===== src/rtl/mdc_div_pkg.sv =====
package mdc_div_pkg;
  localparam int unsigned DIV_LSB = 1;

  typedef enum logic {
    EDGE_FALL = 1'b0,
    EDGE_RISE = 1'b1
  } edge_kind_e;
endpackage


===== src/rtl/mdc_ctrl_reg.sv =====
module mdc_ctrl_reg #(
  parameter int unsigned ADDR_W    = 8,
  parameter int unsigned DATA_W    = 32,
  parameter int unsigned DIV_W     = 6,
  parameter logic [ADDR_W-1:0] CTRL_ADDR = 'h44
) (
  input  logic              clk,
  input  logic              rst_n,
  input  logic              reg_sel,
  input  logic              reg_wr,
  input  logic [ADDR_W-1:0] reg_addr,
  input  logic [DATA_W-1:0] reg_wdata,
  output logic [DATA_W-1:0] reg_rdata,
  output logic [DIV_W-1:0]  div_val,
  output logic              skip_pre
);
  import mdc_div_pkg::*;
  localparam int unsigned PRE_BIT = DIV_LSB + DIV_W;

  logic hit;
  assign hit = reg_sel && (reg_addr == CTRL_ADDR);

  always_ff @(posedge clk or negedge rst_n) begin
    if (!rst_n) begin
      div_val  <= '0;
      skip_pre <= 1'b0;
    end else if (hit && reg_wr) begin
      div_val  <= reg_wdata[DIV_LSB +: DIV_W];
      skip_pre <= reg_wdata[PRE_BIT];
    end
  end

  always_comb begin
    reg_rdata = '0;
    if (hit) begin
      reg_rdata[DIV_LSB +: DIV_W] = div_val;
      reg_rdata[PRE_BIT]          = skip_pre;
    end
  end

  // a write to the control address lands in the divide field
  assert_wr_capture_R2: assert property (@(posedge clk) disable iff (!rst_n)
    (hit && reg_wr) |=> (div_val == $past(reg_wdata[DIV_LSB +: DIV_W])));
endmodule


===== src/rtl/mdc_half_div.sv =====
module mdc_half_div #(
  parameter int unsigned DIV_W = 6
) (
  input  logic             clk,
  input  logic             rst_n,
  input  logic [DIV_W-1:0] div_val,
  output logic             mdc,
  output logic             stb,
  output logic             stb_rise
);
  import mdc_div_pkg::*;

  logic [DIV_W-1:0] cnt_q;
  logic             run_q;
  logic             div_nz;

  assign div_nz = (div_val != '0);

  always_ff @(posedge clk or negedge rst_n) begin
    if (!rst_n) begin
      mdc      <= 1'b0;
      stb      <= 1'b0;
      stb_rise <= EDGE_FALL;
      cnt_q    <= '0;
      run_q    <= 1'b0;
    end else begin
      stb <= 1'b0;
      if (!run_q) begin
        if (div_nz) begin
          run_q <= 1'b1;
          cnt_q <= div_val - 1'b1;
        end
      end else if (cnt_q != '0) begin
        cnt_q <= cnt_q - 1'b1;
      end else if (div_nz) begin
        mdc      <= ~mdc;
        stb      <= 1'b1;
        stb_rise <= mdc ? EDGE_FALL : EDGE_RISE;
        cnt_q    <= div_val - 1'b1;
      end else begin
        if (mdc) begin
          mdc      <= 1'b0;
          stb      <= 1'b1;
          stb_rise <= EDGE_FALL;
        end
        run_q <= 1'b0;
      end
    end
  end

  // MDC only moves once the half-period count has expired
  assert_hold_while_counting_R4: assert property (@(posedge clk) disable iff (!rst_n)
    (run_q && cnt_q != '0) |=> $stable(mdc));
  // a parked clock stays low
  assert_zero_hold_R3: assert property (@(posedge clk) disable iff (!rst_n)
    (!div_nz && !mdc) |=> !mdc);
  // every transition carries a strobe
  assert_edge_has_stb_R8: assert property (@(posedge clk) disable iff (!rst_n)
    (mdc != $past(mdc)) |-> stb);
  // the tag matches the new level
  assert_stb_tag_R8: assert property (@(posedge clk) disable iff (!rst_n)
    stb |-> (stb_rise == mdc));
endmodule


===== src/rtl/mdc_clk_divider.sv =====
module mdc_clk_divider #(
  parameter int unsigned ADDR_W    = 8,
  parameter int unsigned DATA_W    = 32,
  parameter int unsigned DIV_W     = 6,
  parameter logic [ADDR_W-1:0] CTRL_ADDR = 'h44
) (
  input  logic              clk,
  input  logic              rst_n,
  input  logic              reg_sel,
  input  logic              reg_wr,
  input  logic [ADDR_W-1:0] reg_addr,
  input  logic [DATA_W-1:0] reg_wdata,
  output logic [DATA_W-1:0] reg_rdata,
  output logic              mdc,
  output logic              mdc_stb,
  output logic              mdc_stb_rise,
  output logic              clk_running,
  output logic              skip_preamble
);
  logic [DIV_W-1:0] div_val;

  mdc_ctrl_reg #(
    .ADDR_W(ADDR_W), .DATA_W(DATA_W), .DIV_W(DIV_W), .CTRL_ADDR(CTRL_ADDR)
  ) u_reg (
    .clk(clk), .rst_n(rst_n), .reg_sel(reg_sel), .reg_wr(reg_wr),
    .reg_addr(reg_addr), .reg_wdata(reg_wdata), .reg_rdata(reg_rdata),
    .div_val(div_val), .skip_pre(skip_preamble)
  );

  mdc_half_div #(.DIV_W(DIV_W)) u_div (
    .clk(clk), .rst_n(rst_n), .div_val(div_val),
    .mdc(mdc), .stb(mdc_stb), .stb_rise(mdc_stb_rise)
  );

  assign clk_running = (div_val != '0);
endmodule


===== config.mk =====
export PLATFORM = sky130hd
export DESIGN_NAME = mdc_clk_divider
export DESIGN_NICKNAME = d
export VERILOG_FILES = /design/src/rtl/mdc_div_pkg.sv /design/src/rtl/mdc_ctrl_reg.sv /design/src/rtl/mdc_half_div.sv /design/src/rtl/mdc_clk_divider.sv
export SDC_FILE = /design/constraint.sdc
export NUM_CORES = 1
export LEC_CHECK = 0
export BUFFER_PORTS_ARGS = -buffer_cell sky130_fd_sc_hd__buf_4
export CAP_MARGIN = 25
export CORE_MARGIN = 2
export CORE_UTILIZATION = 41
export CTS_CLUSTER_DIAMETER = 40
export DETAILED_ROUTE_END_ITERATION = 12
export PLACE_DENSITY = 0.88
export SYNTH_ARGS = -nofsm -noshare
export SYNTH_HDL_FRONTEND = slang
export SYNTH_SLANG_ARGS = --single-unit

===== constraint.sdc =====
create_clock -name clk -period 2.1 [get_ports clk]
set_clock_uncertainty 0.05 [all_clocks]
set_input_delay 0 -clock clk [delete_from_list [all_inputs] [get_ports clk]]
set_output_delay 0 -clock clk [all_outputs]
set_load 0.02 [all_outputs]

After elaboration in Yosys (flattened, before gate mapping)
Cells that the tools add are included.
Cells by class
  bitwise operators: 2
  add/subtract/negate cells: 2
  multiplexer cells: 15
  eq/ne operators: 1
  reductions and logical operators: 7
Operators by type and width (number)
  6-bit 2-to-1 mux: 3
  6-bit nonzero test: 2
  6-bit by 1-bit subtractor with 6-bit output (second input constant): 2
  1-bit 2-to-1 mux: 11
  8-bit by 7-bit == test with 1-bit output (second input constant): 1
  7-bit 2-to-1 mux: 1
  3-bit AND reduction: 1
  1-bit logical AND: 2
  1-bit NOT: 2
  2-bit AND reduction: 1
  2-bit nonzero test: 1
Storage, ports and cells
  output and inout bits: 37
  register bits after elaboration: 17
  word-level logic and storage cells: 34
  bits of input ports: 44

Depth between registers and ports, before layout
  depth in word-level cells: 4
  mapped depth: 5
  gate-level depth less buffers: 5

Modules after synthesis
Synthesis repeated with hierarchy kept, for this count alone.
Unflattened totals
  cell total of the unflattened synthesis: 119
  area total of the unflattened synthesis: 1219.9 um^2
By module, submodules not included
  mdc_half_div: times used 1, sequential area each 250.2 um^2, area each 641.9 um^2, cells each 62
  mdc_ctrl_reg: times used 1, sequential area each 175.2 um^2, area each 564.3 um^2, cells each 54
  mdc_clk_divider: times used 1, sequential area each 0.0 um^2, area each 13.8 um^2, cells each 3

Worst setup path after synthesis
No wires, ideal clock.
  path kind: reg2reg
  start: register u_reg.div_val[1]
  end: register u_div.cnt_q[5]
  buffers on the path: 0
  setup slack: 430 ps
  required time: 1988 ps
  period minus slack after synthesis: 1670 ps
  setup time: 62 ps
  cell stages (with the launch flop): 5
  arrival time: 1558 ps
  cell sequence: dfrtp_1 -> or4_4 -> or4_1 -> a21oi_1 -> a211o_2
On the way
  cells in the longest elaborated chain, start to end: 4
  elaborated cells on any way between the ends: 5
  those cells by class: add/sub: 1; mux: 3; reduce/logical: 1
Ends and longest elaborated chain
  from (decl): RTL line mdc_ctrl_reg.sv:14  | output logic [DIV_W-1:0] div_val,
  from (signal assigned): RTL line mdc_ctrl_reg.sv:28  | div_val <= reg_wdata[DIV_LSB +: DIV_W];
  6-bit by 1-bit subtractor with 6-bit output / 6-bit nonzero test (equally long branches): RTL line mdc_half_div.sv:31, mdc_half_div.sv:39, mdc_half_div.sv:17
  6-bit 2-to-1 mux (*): RTL line mdc_half_div.sv:29, mdc_half_div.sv:35
  6-bit 2-to-1 mux: RTL line mdc_half_div.sv:33  | end else if (cnt_q != '0) begin
  6-bit 2-to-1 mux (*): RTL line mdc_half_div.sv:28  | if (!run_q) begin
  to (signal assigned): RTL line mdc_half_div.sv:31  | cnt_q <= div_val - 1'b1;
  to (signal assigned): RTL line mdc_half_div.sv:34  | cnt_q <= cnt_q - 1'b1;
  to (signal assigned): RTL line mdc_half_div.sv:39  | cnt_q <= div_val - 1'b1;
  to (decl): RTL line mdc_half_div.sv:13  | logic [DIV_W-1:0] cnt_q;
Every way passes the cells marked *; elsewhere a longest branch is shown, timed or not.
A chain may end at the register's enable or synchronous reset.

Final worst setup path
  start: register u_div.cnt_q[4]
  end: register u_div.cnt_q[5]
On the way
  cells in the longest elaborated chain, start to end: 3
  elaborated cells on any way between the ends: 4
  those cells by class: add/sub: 1; mux: 2; reduce/logical: 1
Ends and longest elaborated chain (RTL line)
  6-bit by 1-bit subtractor with 6-bit output / 6-bit nonzero test (equally long branches): mdc_half_div.sv:34, mdc_half_div.sv:33
  6-bit 2-to-1 mux (*): mdc_half_div.sv:33
  6-bit 2-to-1 mux (*): mdc_half_div.sv:28
Marks and branches as above.

==> results.yml <==
outcome:
  outcome: "finished, final reports clean"
setup_path:
  slowest_delay_ns: 0.57
  crit_path_start_kind: "register"
  cp.required_ns: 2.22
  crit_type: "register to register"
  worstPathArrival_ns: 2.06
  crit_chain: "nor4_1, a21boi_2, mux2i_1, a211o_2"
  end_kind: "register"
  cp_slowest_cell: "nor4_1"
  crit_fanout: 9
clock_network:
  cts_buffers: 3
  cts_buffer_depth: 2
  clk_pin_slew_ns: 0.10
  clock_sinks: 17
  htreeDepth: 1
  clk_latency_ns: 0.28
  cts_root_buf: "clkbuf_4"
  cts_tree: "built"
  postCtsSetupRepairBufs: 0
placement:
  numPlacedInstances: 179
  hpwl_um: 1570
  placed_cell_area_mm2: 0.00133
  gp_congestion: 0.807
  io_buffers: 30
cells_and_area:
  fin_area_mm2: 0.00143
  num-nets-final: 208
  diodes: 0
  drive_above_1_share_pct: 31.9
  syn_to_final_growth_pct: 23.1
  final_cells: 191
sta:
  tightest_slew_ns: 0.586
  fmax_mhz: 516
  hold_viol_final: 0
  layout_min_cycle_time_ns: 1.94
  drv_slew: 0
  period_share_pct: 92.3
  finalSetupTns_ns: 0
  setup_viol: 0
  slew_headroom_pct: 60.6
  rsz0062_at_grt: "no"
  fin_hold_ws_ns: 0.0537
floorplanning:
  dieHeight_um: 57.3
  die-width_um: 57.3
  initial_core_util_pct: 42.6
  core_mm2: 0.00273
  ioPinCount: 81
  rows: 19
  die_area_mm2: 0.00328
logic_synthesis:
  ys_top_cells_by_area: "dfrtp_1, buf_4, mux2_2"
  yosysMostFrequentCell: "buf_4"
  netlist.area_leader.share_pct: 36.5
  yosysTopAreaCell: "dfrtp_1"
  ys_async_sr_fraction_pct: 100
  synthCells: 120
  synth_edf_count: 0
  syn_area_mm2: 0.00116
  ys_ff_latch: 17
  yosysUniqueCellTypes: 36
  ys_seq_area_share_pct: 36.5
  synthesis.area_per_instance_um2: 9.71
  synth-main-ff-cell: "dfrtp_1"
  ys.warnings.count: 0
  synthTopCellsByCount: "buf_4, dfrtp_1, and2_1, mux2_2, nor2_1"
grt:
  grt_start_max_net_pins: 18
  grt_pass1_wl_um: 3620
  grt_pass1_vias: 800
  grtUsageTotal_pct: 14.3
  antenna_found_initial: 0
  grt-ovfl-total: 0
pwr:
  powerDensity_mw_per_mm2: 816
  p_leak_nw: 0.747
  power_mw: 1.17
  irDropWorstVdd_uv: 639
job:
  cap_violations: 0
routing:
  postRouteAntennaNets: 0
  initialDrtViolationCount: 19
  wl_per_cell_um: 12.1
  drc_errors: 0
  top_layer_used: "met4"
  wl_met2_um: 1210
  routed-wl-met3_um: 98
  wl_met1_um: 943
  vias: 932
  totalWireLength_um: 2320
  vias_per_cell: 4.88
  dr.pass1.iters: 4
worst_hold_path:
  hp-class: "primary input to asynchronous set/reset pin"
per-layer routing:
metal	vias to the layer above	global-route usage (%)
met5	-	0
met2	37	25.0
met4	0	6.31
li1	446	-
met3	8	1.81
met1	441	17.7
cell families after synthesis:
| kind of cell | share of synthesized area (%) |
|---|---|
| flip-flops | 36.5 |
| other | 0.322 |
| XOR/XNOR | 1.50 |
| AND/OR/NAND/NOR | 19.2 |
| adder cells (fa/ha/maj) | 3.22 |
| buffers and inverters | 18.0 |
| AO/OA/AOI/OAI | 9.99 |
| multiplexers | 11.2 |
worst paths after layout:
check / from / end / slack (ns) / depth (start not counted)
max: u_div.cnt_q[4] / u_div.cnt_q[5] / 0.16 / 4
min: rst_n / u_reg.div_val[1] / 0.05 / 2
max reg2reg: u_div.cnt_q[4] / u_div.cnt_q[5] / 0.16 / 4
min reg2reg: u_div.stb_rise / u_div.stb_rise / 0.48 / 2
max in group asynchronous: rst_n / u_div.cnt_q[2] / 1.76 / 2
min in group clk: reg_wr / u_reg.skip_pre / 0.23 / 3
area by class of cell:
class,count,area (um^2)
multi-input combinational,96,619
inverter,5,18.8
fill,245,1300
sequential,17,425
clock buffer,4,26.3
tap,31,38.8
timing repair buffer,38,305
critical path, delay by kind of cell (launching register included):
| kind | cells | cell delay, ns |
|---|---|---|
| compound gates | 2 | 0.60 |
| flops | 1 | 0.44 |
| mux | 1 | 0.17 |
| simple gates | 1 | 0.57 |
cells in the final DEF (no fill, tap or decap), types with 2 or more instances in the layout:
cell type,instances
xor2_1,2
dlygate4sd3_1,8
mux2_2,8
ha_1,3
mux2i_1,4
nor2_1,8
or2_2,2
o21ai_0,4
nand2_1,5
a21oi_1,2
conb_1,25
dfrtp_1,17
buf_4,30
nand3_1,2
clkbuf_4,3
inv_1,5
and2_1,8
nor4_1,2
o31ai_1,2
nor3_1,2
per-stage QoR:
step | setup slack [ns] | util, %
finish | 0.162 | 52.4
global route | 0.00394 | 52.4
CTS | 0.175 | 52.4
detailed placement | 0.260 | 48.6
global placement | 0.295 | 48.6
floorplan | 0.430 | -
what timing repair did:
item	CTS	global route
gates resized for setup	0	0
hold buffers	8	0
hold endpoints to repair	24	0
sequential cells by signal, summed over array words and instances (netlist names):
register,count
u_div.run_q,1
u_reg.skip_pre,1
u_div.stb_rise,1
u_reg.div_val,6
u_div.stb,1
u_div.cnt_q,6
u_div.mdc,1
report_power, final:
| group | total, mW | leakage, nW | switching, mW | internal, mW |
|---|---|---|---|---|
| sequential | 0.505 | 0.221 | 0.0956 | 0.410 |
| combinational | 0.494 | 0.512 | 0.260 | 0.234 |
| clock | 0.171 | 0.0150 | 0.0972 | 0.0736 |
| total | 1.17 | 0.747 | 0.453 | 0.717 |
Note: power is estimated with default switching activity, not from simulation.
